`src/rtl/lcd_pd_pkg.sv`:
```
// Shared types for the LCD power-down handshake.
// Assumes: three states are enough to track a request through one frame.
package lcd_pd_pkg;

    typedef enum logic [1:0] {
        PD_IDLE       = 2'd0,
        PD_WAIT_FRAME = 2'd1,
        PD_DOWN       = 2'd2
    } pd_state_e;

endpackage

```
`src/rtl/lcd_pd_fsm.sv`:
```
// Request sequencer: follows a power-down request from idle, through waiting
// for the frame boundary, to powered down.
// Assumes: pd_req is a level held by the power manager; frame_end is a single
// cycle pulse on the frame's last cycle.
module lcd_pd_fsm
    import lcd_pd_pkg::*;
(
    input  logic      clk,
    input  logic      rst_n,
    input  logic      pd_req,
    input  logic      frame_end,
    output pd_state_e state,
    output logic      enter_down,
    output logic      enter_wait
);

    pd_state_e state_nx;

    // Next-state decode and entry strobes.
    always_comb begin
        state_nx   = state;
        enter_down = 1'b0;
        enter_wait = 1'b0;
        if (!pd_req) begin
            state_nx = PD_IDLE;
        end else begin
            case (state)
                PD_IDLE: begin
                    if (frame_end) begin
                        state_nx   = PD_DOWN;
                        enter_down = 1'b1;
                    end else begin
                        state_nx   = PD_WAIT_FRAME;
                        enter_wait = 1'b1;
                    end
                end
                PD_WAIT_FRAME: begin
                    if (frame_end) begin
                        state_nx   = PD_DOWN;
                        enter_down = 1'b1;
                    end
                end
                PD_DOWN: state_nx = PD_DOWN;
                default: state_nx = PD_IDLE;
            endcase
        end
    end

    // State register.
    always_ff @(posedge clk) begin
        if (!rst_n) state <= PD_IDLE;
        else        state <= state_nx;
    end

    // a frame end during the wait leads to powered down.
    a_r2_wait_completes: assert property (@(posedge clk) disable iff (!rst_n)
        (state == PD_WAIT_FRAME && pd_req && frame_end) |=> (state == PD_DOWN));

    // a dropped request always returns to idle.
    a_r6_drop_to_idle: assert property (@(posedge clk) disable iff (!rst_n)
        !pd_req |=> (state == PD_IDLE));

    // frame ends without a request never leave idle.
    a_r11_no_req_idle: assert property (@(posedge clk) disable iff (!rst_n)
        (state == PD_IDLE && !pd_req && frame_end) |=> (state == PD_IDLE));

endmodule

```
`src/rtl/lcd_pd_status.sv`:
```
// Sticky ready flag: set on entering power down, cleared by a write of one or
// by the start of a new wait. A set on the same edge beats any clear.
// Assumes: enter_down and enter_wait are never high together.
module lcd_pd_status (
    input  logic clk,
    input  logic rst_n,
    input  logic enter_down,
    input  logic enter_wait,
    input  logic clr_wr,
    input  logic clr_data,
    output logic ready_q
);

    logic clr_hit;

    // Write-one-to-clear decode; a zero write is ignored.
    always_comb clr_hit = clr_wr & clr_data;

    // Flag register with set priority.
    always_ff @(posedge clk) begin
        if (!rst_n)                    ready_q <= 1'b0;
        else if (enter_down)           ready_q <= 1'b1;
        else if (clr_hit || enter_wait) ready_q <= 1'b0;
    end

    // completion beats a simultaneous clear.
    a_r9_set_wins: assert property (@(posedge clk) disable iff (!rst_n)
        (enter_down && clr_wr && clr_data) |=> ready_q);

    // a clear without a set empties the flag.
    a_r7_w1c: assert property (@(posedge clk) disable iff (!rst_n)
        (clr_wr && clr_data && !enter_down) |=> !ready_q);

endmodule

```
`src/rtl/lcd_pd_outputs.sv`:
```
// Output shaping: gates the interrupt with its enable and drives the blank
// control from the display-keep choice, both only while powered down.
// Assumes: combinational paths from irq_en and keep_disp are acceptable.
module lcd_pd_outputs
    import lcd_pd_pkg::*;
(
    input  pd_state_e state,
    input  logic      ready_q,
    input  logic      irq_en,
    input  logic      keep_disp,
    output logic      pd_irq,
    output logic      disp_blank
);

    logic is_down;

    // Interrupt and blank decode.
    always_comb begin
        is_down    = (state == PD_DOWN);
        pd_irq     = is_down & ready_q & irq_en;
        disp_blank = is_down & ~keep_disp;
    end

endmodule

```
`src/rtl/lcd_pd_handshake.sv`:
```
// Top of the LCD power-down handshake: defers a power-down grant to the next
// frame boundary, reports it through a sticky flag and a gated interrupt, and
// blanks or keeps the panel while powered down.
// Assumes: single clock domain; inputs already synchronised.
module lcd_pd_handshake
    import lcd_pd_pkg::*;
(
    input  logic clk,
    input  logic rst_n,
    input  logic pd_req,
    input  logic frame_end,
    input  logic irq_en,
    input  logic keep_disp,
    input  logic clr_wr,
    input  logic clr_data,
    output logic pd_ready,
    output logic pd_irq,
    output logic disp_blank
);

    pd_state_e state;
    logic      enter_down;
    logic      enter_wait;

    lcd_pd_fsm u_fsm (
        .clk        (clk),
        .rst_n      (rst_n),
        .pd_req     (pd_req),
        .frame_end  (frame_end),
        .state      (state),
        .enter_down (enter_down),
        .enter_wait (enter_wait)
    );

    lcd_pd_status u_status (
        .clk        (clk),
        .rst_n      (rst_n),
        .enter_down (enter_down),
        .enter_wait (enter_wait),
        .clr_wr     (clr_wr),
        .clr_data   (clr_data),
        .ready_q    (pd_ready)
    );

    lcd_pd_outputs u_out (
        .state      (state),
        .ready_q    (pd_ready),
        .irq_en     (irq_en),
        .keep_disp  (keep_disp),
        .pd_irq     (pd_irq),
        .disp_blank (disp_blank)
    );

    // readiness only rises after a frame end seen with the request.
    a_r2_rise_needs_frame: assert property (@(posedge clk) disable iff (!rst_n)
        $rose(pd_ready) |-> ($past(pd_req) && $past(frame_end)));

    // never ready while still waiting for the frame.
    a_r10_wait_not_ready: assert property (@(posedge clk) disable iff (!rst_n)
        (state == PD_WAIT_FRAME) |-> !pd_ready);

    // the interrupt needs both its enable and the flag.
    a_r4_irq_gated: assert property (@(posedge clk) disable iff (!rst_n)
        pd_irq |-> (irq_en && pd_ready));

    // blanking only happens when the panel is not kept.
    a_r5_keep_disp: assert property (@(posedge clk) disable iff (!rst_n)
        disp_blank |-> !keep_disp);

    // no interrupt after a dropped request.
    a_r6_irq_cleared: assert property (@(posedge clk) disable iff (!rst_n)
        !pd_req |=> !pd_irq);

    // a zero write while powered down keeps the flag.
    a_r8_zero_write: assert property (@(posedge clk) disable iff (!rst_n)
        (state == PD_DOWN && pd_req && pd_ready && !(clr_wr && clr_data)) |=> pd_ready);

endmodule

```
`config.mk`:
```
export PLATFORM = sky130hd
export DESIGN_NAME = lcd_pd_handshake
export DESIGN_NICKNAME = d
export VERILOG_FILES = /design/src/rtl/lcd_pd_pkg.sv /design/src/rtl/lcd_pd_fsm.sv /design/src/rtl/lcd_pd_status.sv /design/src/rtl/lcd_pd_outputs.sv /design/src/rtl/lcd_pd_handshake.sv
export SDC_FILE = /design/constraint.sdc
export NUM_CORES = 1
export LEC_CHECK = 0
export BUFFER_PORTS_ARGS = -buffer_cell sky130_fd_sc_hd__buf_4
export CORE_AREA = 2 2 39 41
export CTS_CLUSTER_SIZE = 8
export DETAILED_ROUTE_END_ITERATION = 7
export DIE_AREA = 0 0 41 43
export PLACE_DENSITY_LB_ADDON = 0.25
export SLEW_MARGIN = 20
export SYNTH_ARGS = -nofsm -noshare
export SYNTH_HDL_FRONTEND = slang
export SYNTH_SLANG_ARGS = --single-unit
```
`constraint.sdc`:
```
create_clock -name clk -period 1.33 [get_ports clk]
set_input_delay 0.133 -clock clk [delete_from_list [all_inputs] [get_ports clk]]
set_output_delay 0.133 -clock clk [all_outputs]
set_load 0.03 [all_outputs]
```
**After elaboration in Yosys (flattened, before gate mapping)**

Cells that the tools add are included.

- Bits in registers: 3
- Input port bits: 8
- Output and inout port bits: 3
- Logic and storage cells: 26

- Equal/unequal tests: 3
- Muxes and demuxes: 11
- Bitwise logic cells: 5
- Reductions and logical operators: 5

Operator list:

| cell | count |
|---|---|
| 1-bit 2-to-1 mux | 8 |
| 2-bit case mux with 3 select lines | 1 |
| 1-bit AND | 4 |
| 2-bit 2-to-1 mux | 2 |
| 2-bit by 1-bit equality test with 1-bit output (second input constant) | 1 |
| 2-bit equality test (second input constant) | 1 |
| 2-bit logical NOT | 1 |
| 2-bit inequality test (second input constant) | 1 |
| 2-bit AND reduction | 1 |
| 2-bit nonzero test | 1 |
| 2-bit OR reduction | 1 |
| 1-bit logical OR | 1 |
| 1-bit NOT | 1 |

**Depth between registers and ports, before layout**

- Depth after elaboration: 6
- Mapped depth: 5
- Gate-level depth less buffers: 5

**Cells and area by module**

Synthesis repeated with hierarchy kept, for this count alone.

- Cell total of the unflattened synthesis: 23
- Area, all modules: 226.5 um^2

Modules (own cells, without submodules):

| module | instances | cells each | area an instance (um^2) | seq. area each (um^2) |
|---|---|---|---|---|
| lcd_pd_fsm | 1 | 17 | 165.2 | 40.0 |
| lcd_pd_status | 1 | 4 | 43.8 | 20.0 |
| lcd_pd_outputs | 1 | 2 | 17.5 | 0.0 |

**Least setup slack after synthesis**

OpenSTA, ideal clock, no wires.

- Path kind: reg-to-reg
- From: register u_fsm.state[0]
- To: register u_fsm.state[1]
- Library setup time: 0.118 ns
- Arrival: 1.008 ns
- Data required time: 1.212 ns
- Path slack: 0.204 ns
- Cell stages (with the launch flop): 6
- Buffers on the path: 0
- Clock period less this slack: 1.126 ns
- Path through: dfxtp_1 inv_1 ha_1 and2b_1 mux2i_1 a21oi_1

- Longest elaborated chain between the ends: 2
- Elaborated cells between the ends (all ways): 5
- Classes of those cells: 3 x eq/ne; 1 x mux; 1 x reduce/logical

RTL lines:

| item | line | RTL |
|---|---|---|
| start: declaration | lcd_pd_fsm.sv:12 | `output pd_state_e state,` |
| start signal: assignment | lcd_pd_fsm.sv:52 | `else state <= state_nx;` |
| 2-bit equality test (tied with other cells) | lcd_pd_fsm.sv:27 | `case (state)` |
| 2-bit case mux with 3 select lines or 2-bit inequality test (tied branches) | n/a |  |

Parallel ways exist; a longest one is shown, timed or not.
A chain may end at the register's enable or synchronous reset.

**Worst setup path in the final report**

- From: register u_fsm.state[0]
- To: output port pd_irq

- Longest elaborated chain between the ends: 3

RTL lines:

| item | line | RTL |
|---|---|---|
| 2-bit equality test | lcd_pd_outputs.sv:19 | `is_down = (state == PD_DOWN);` |
| 1-bit AND (2 in series) | lcd_pd_outputs.sv:20 | `pd_irq = is_down & ready_q & irq_en;` |
| end: declaration | lcd_pd_handshake.sv:17 | `output logic pd_irq,` |

No other way between the ends.

==> results.toml <==
[run_status]
status = "finished, final reports clean"

[logic_synthesis]
synth_fp_nets = 35
synth-warning-count = 0
post_synth_fa_ha_maj_area_fraction_pct = 23.67
ys_seq_area_share_pct = 28.40
mapped_cells = 23
synth_compound_area_share_pct = 13.02
ys_seq_elements = 3
synth-edff-count = 0
top_cell_type_by_total_area_after_synthesis = "sky130_fd_sc_hd__dfxtp_1"
yosysTopAreaCellShare_pct = 28.40
synth_commonest_cells = "sky130_fd_sc_hd__ha_1, sky130_fd_sc_hd__dfxtp_1, sky130_fd_sc_hd__inv_1, sky130_fd_sc_hd__mux2i_1, sky130_fd_sc_hd__nand2_1"
synth_area_um2 = 211.5
post_synth_and_or_nand_nor_area_fraction_pct = 21.89
synthXorXnorAreaFrac_pct = 0
synth_top_family_by_area = "adder cells"
synth.most_common_cell = "sky130_fd_sc_hd__ha_1"
synth_async_sr_flop_share_pct = 0
post_synth.cell_area_avg_um2 = 9.194
synthDistinctLibCells = 15
ys_dominant_reg_cell = "sky130_fd_sc_hd__dfxtp_1"
synth.top_cells.by_area = "sky130_fd_sc_hd__dfxtp_1, sky130_fd_sc_hd__ha_1, sky130_fd_sc_hd__mux2i_1"
synth_mux_area_share_pct = 9.467

[critical_path]
worst_r2r_startpoint = "u_fsm.state[1]"
worst-setup-path-type = "flip-flop to output pin"
regToRegEndpoint = "u_fsm.state[1]"
worstSetupStartpointType = "flip-flop"
worst_setup_path_end_kind = "output pin"
worst-endpoint-required_ns = 1.20
maximum_net_fanout_on_the_critical_path = 4
rr_worst_depth = 5
worstPathArrival_ns = 1.14
reg2reg_setup_slack_ns = 0.14

[sta]
rsz_0062_raised_after_global_routing = "false"
final_hold_violations = 0
slew-limit-headroom_pct = 88.83
final-max-slew-violation-count = 0
finalSetupTns_ns = 0
finalWorstPathRequiredPeriod_ns = 1.272
min_period_over_period_pct = 95.65
worst-slew-pin-transition_ns = 0.1662
finalSetupViolations = 0
fmax_ghz = 0.7861
final.setup_skew_ns = 0.005314

[worst_hold_path]
hold_path.startpoint = "frame_end"
hold_critical_path_depth = 2
holdCritPathClass = "input pin to flip-flop"
min_to = "u_fsm.state[0]"

[pwr]
total_power_uw = 318.3
leakagePower_uw = 0.0001659
power.ir.vdd_worst_mv = 0.2823
power-per-cell-area_mw_per_mm2 = 935.3

[cts]
cts_tree = "built"
cts_inserted_buffers = 3
cts_root_buf = "sky130_fd_sc_hd__clkbuf_4"
clk_slew_on_worst_s_h_paths_ns = 0.04
cts_setup_buffers = 0
cts_num_sinks = 3
clkLatencyLatePin_ns = 0.23
cts_resized = 1
htreeDepth = 1
clk_path_buf_depth = 2
post_cts_hold_buffer_count = 0

[final_layout]
diodes = 0
num-nets-final = 50
area_growth_pct = 60.95
stdcell_area_um2 = 340.3
layout-drive-gt1-share_pct = 40.54
layout.filler_cells = 155

[floorplan]
std_cell_rows = 14
floorplan.initialDensity_pct = 15.28
die_height_um = 43
floorplan.die_area_mm2 = 0.001763
coreArea_mm2 = 0.001384
die_w_um = 41
top_level_ports = 11

[detailed_routing]
drt.antenna.violating_nets = 0
detail_route.wl_per_cell_um = 8.208
drt_via_density = 3.906
drt_pass1_iterations = 1
detailedRoute.firstIterationViolations = 0
route.vias.total = 207
route.final.wire_length_um = 435
drc = 0

[global_route]
overflow = 0
grt_antenna_before_repair = 0
grt_start_max_net_pins = 5
via_count_of_the_first_global_routing_pass = 194
global_route_wire_length_before_repair_um = 717
grt_usage_pct = 6.526

[place]
detailed_place.area_um2 = 306.5
hpwl_um = 364.6
port_buffers = 10
gp_routability_congestion = 0.6243

[job]
drv_cap = 0
## worst max-delay path, stage by stage, from the launching register on
cell and delay (ns):
sky130_fd_sc_hd__dfxtp_4 0.36, sky130_fd_sc_hd__inv_2 0.04, sky130_fd_sc_hd__ha_1 0.19, sky130_fd_sc_hd__and3_1 0.19, sky130_fd_sc_hd__buf_6 0.13
## logic make-up (layout without fill, tap and decap cells)
logic type | count (synthesis) | count (layout)
AOI/OAI and AO/OA | 4 | 4
adders and majority gates | 4 | 4
buffers and inverters | 2 | 16
DFF | 3 | 3
muxes | 2 | 2
and+or+nand+nor | 8 | 8
## through the flow
| step | std cells | util [%] | hold WS (ns) | worst slack, ns |
|---|---|---|---|---|
| after floorplan | 23 | - | 0.2110 | 0.2038 |
| after global placement | 49 | 22.15 | 0.3410 | 0.1266 |
| after detailed placement | 49 | 22.15 | 0.3391 | 0.1365 |
| after CTS | 53 | 24.14 | 0.08154 | 0.006829 |
| after global routing | 53 | 24.59 | 0.08562 | 0.005965 |
| final | 53 | 24.59 | 0.08699 | 0.05787 |
## metal layers
metal  vias to the layer above  track usage [%]  share of wire (%)
met4                         0            6.000                  0
met3                         0            4.712                6.4
met5                         -                0                  0
met1                        95            6.109                 39
met2                         5            8.750                 54
li1                        107                -                  -
## state kept, by name (all words and copies together), names as in the netlist
signal            count
u_fsm.state           2
u_status.ready_q      1
## worst max-delay path by stage
| stage | slack (ns) | to | startpoint |
|---|---|---|---|
| global route | 0.006 | disp_blank | u_fsm.state[1] |
| finish | 0.06 | pd_irq | u_fsm.state[0] |
| global placement | 0.13 | u_fsm.state[1] | u_fsm.state[0] |
| floorplan | 0.20 | u_fsm.state[1] | u_fsm.state[0] |
| detailed placement | 0.14 | u_fsm.state[1] | u_fsm.state[0] |
| CTS | 0.007 | pd_irq | u_fsm.state[0] |
## final cells by class
type                            instances  area [µm²]  area share (%)
Clock buffer                            4       26.28           7.721
Multi-Input combinational cell         18       143.9           42.28
Tap cell                               16       20.02           5.882
Timing Repair Buffer                   10       78.83           23.16
Sequential cell                         3       63.81           18.75
Inverter                                2       7.507           2.206
## report_power, final
part	switching (µW)	internal (µW)	total, µW	leakage [µW]
registers	5.13	94.7	99.8	0.0000253
logic	26.5	32.9	59.4	0.000126
clock network	46.7	112	159	0.0000150
total	78.3	240	318	0.000166
## layout by cell type, fill, tap and decap left out
cell	count
sky130_fd_sc_hd__a21oi_1	1
sky130_fd_sc_hd__o211ai_1	1
sky130_fd_sc_hd__mux2i_1	2
sky130_fd_sc_hd__inv_2	1
sky130_fd_sc_hd__nand2_1	2
sky130_fd_sc_hd__dfxtp_4	1
sky130_fd_sc_hd__clkbuf_4	3
sky130_fd_sc_hd__buf_4	9
sky130_fd_sc_hd__a22oi_1	1
sky130_fd_sc_hd__nor3_1	1
sky130_fd_sc_hd__nand2b_1	1
sky130_fd_sc_hd__and3_1	1
sky130_fd_sc_hd__inv_1	1
sky130_fd_sc_hd__nand3b_1	1
sky130_fd_sc_hd__dfxtp_1	2
sky130_fd_sc_hd__ha_1	4
sky130_fd_sc_hd__buf_6	1
sky130_fd_sc_hd__a21boi_0	1
sky130_fd_sc_hd__nor2b_1	1
sky130_fd_sc_hd__and2b_1	1
sky130_fd_sc_hd__clkbuf_1	1
(Power assumes the default switching activity.)
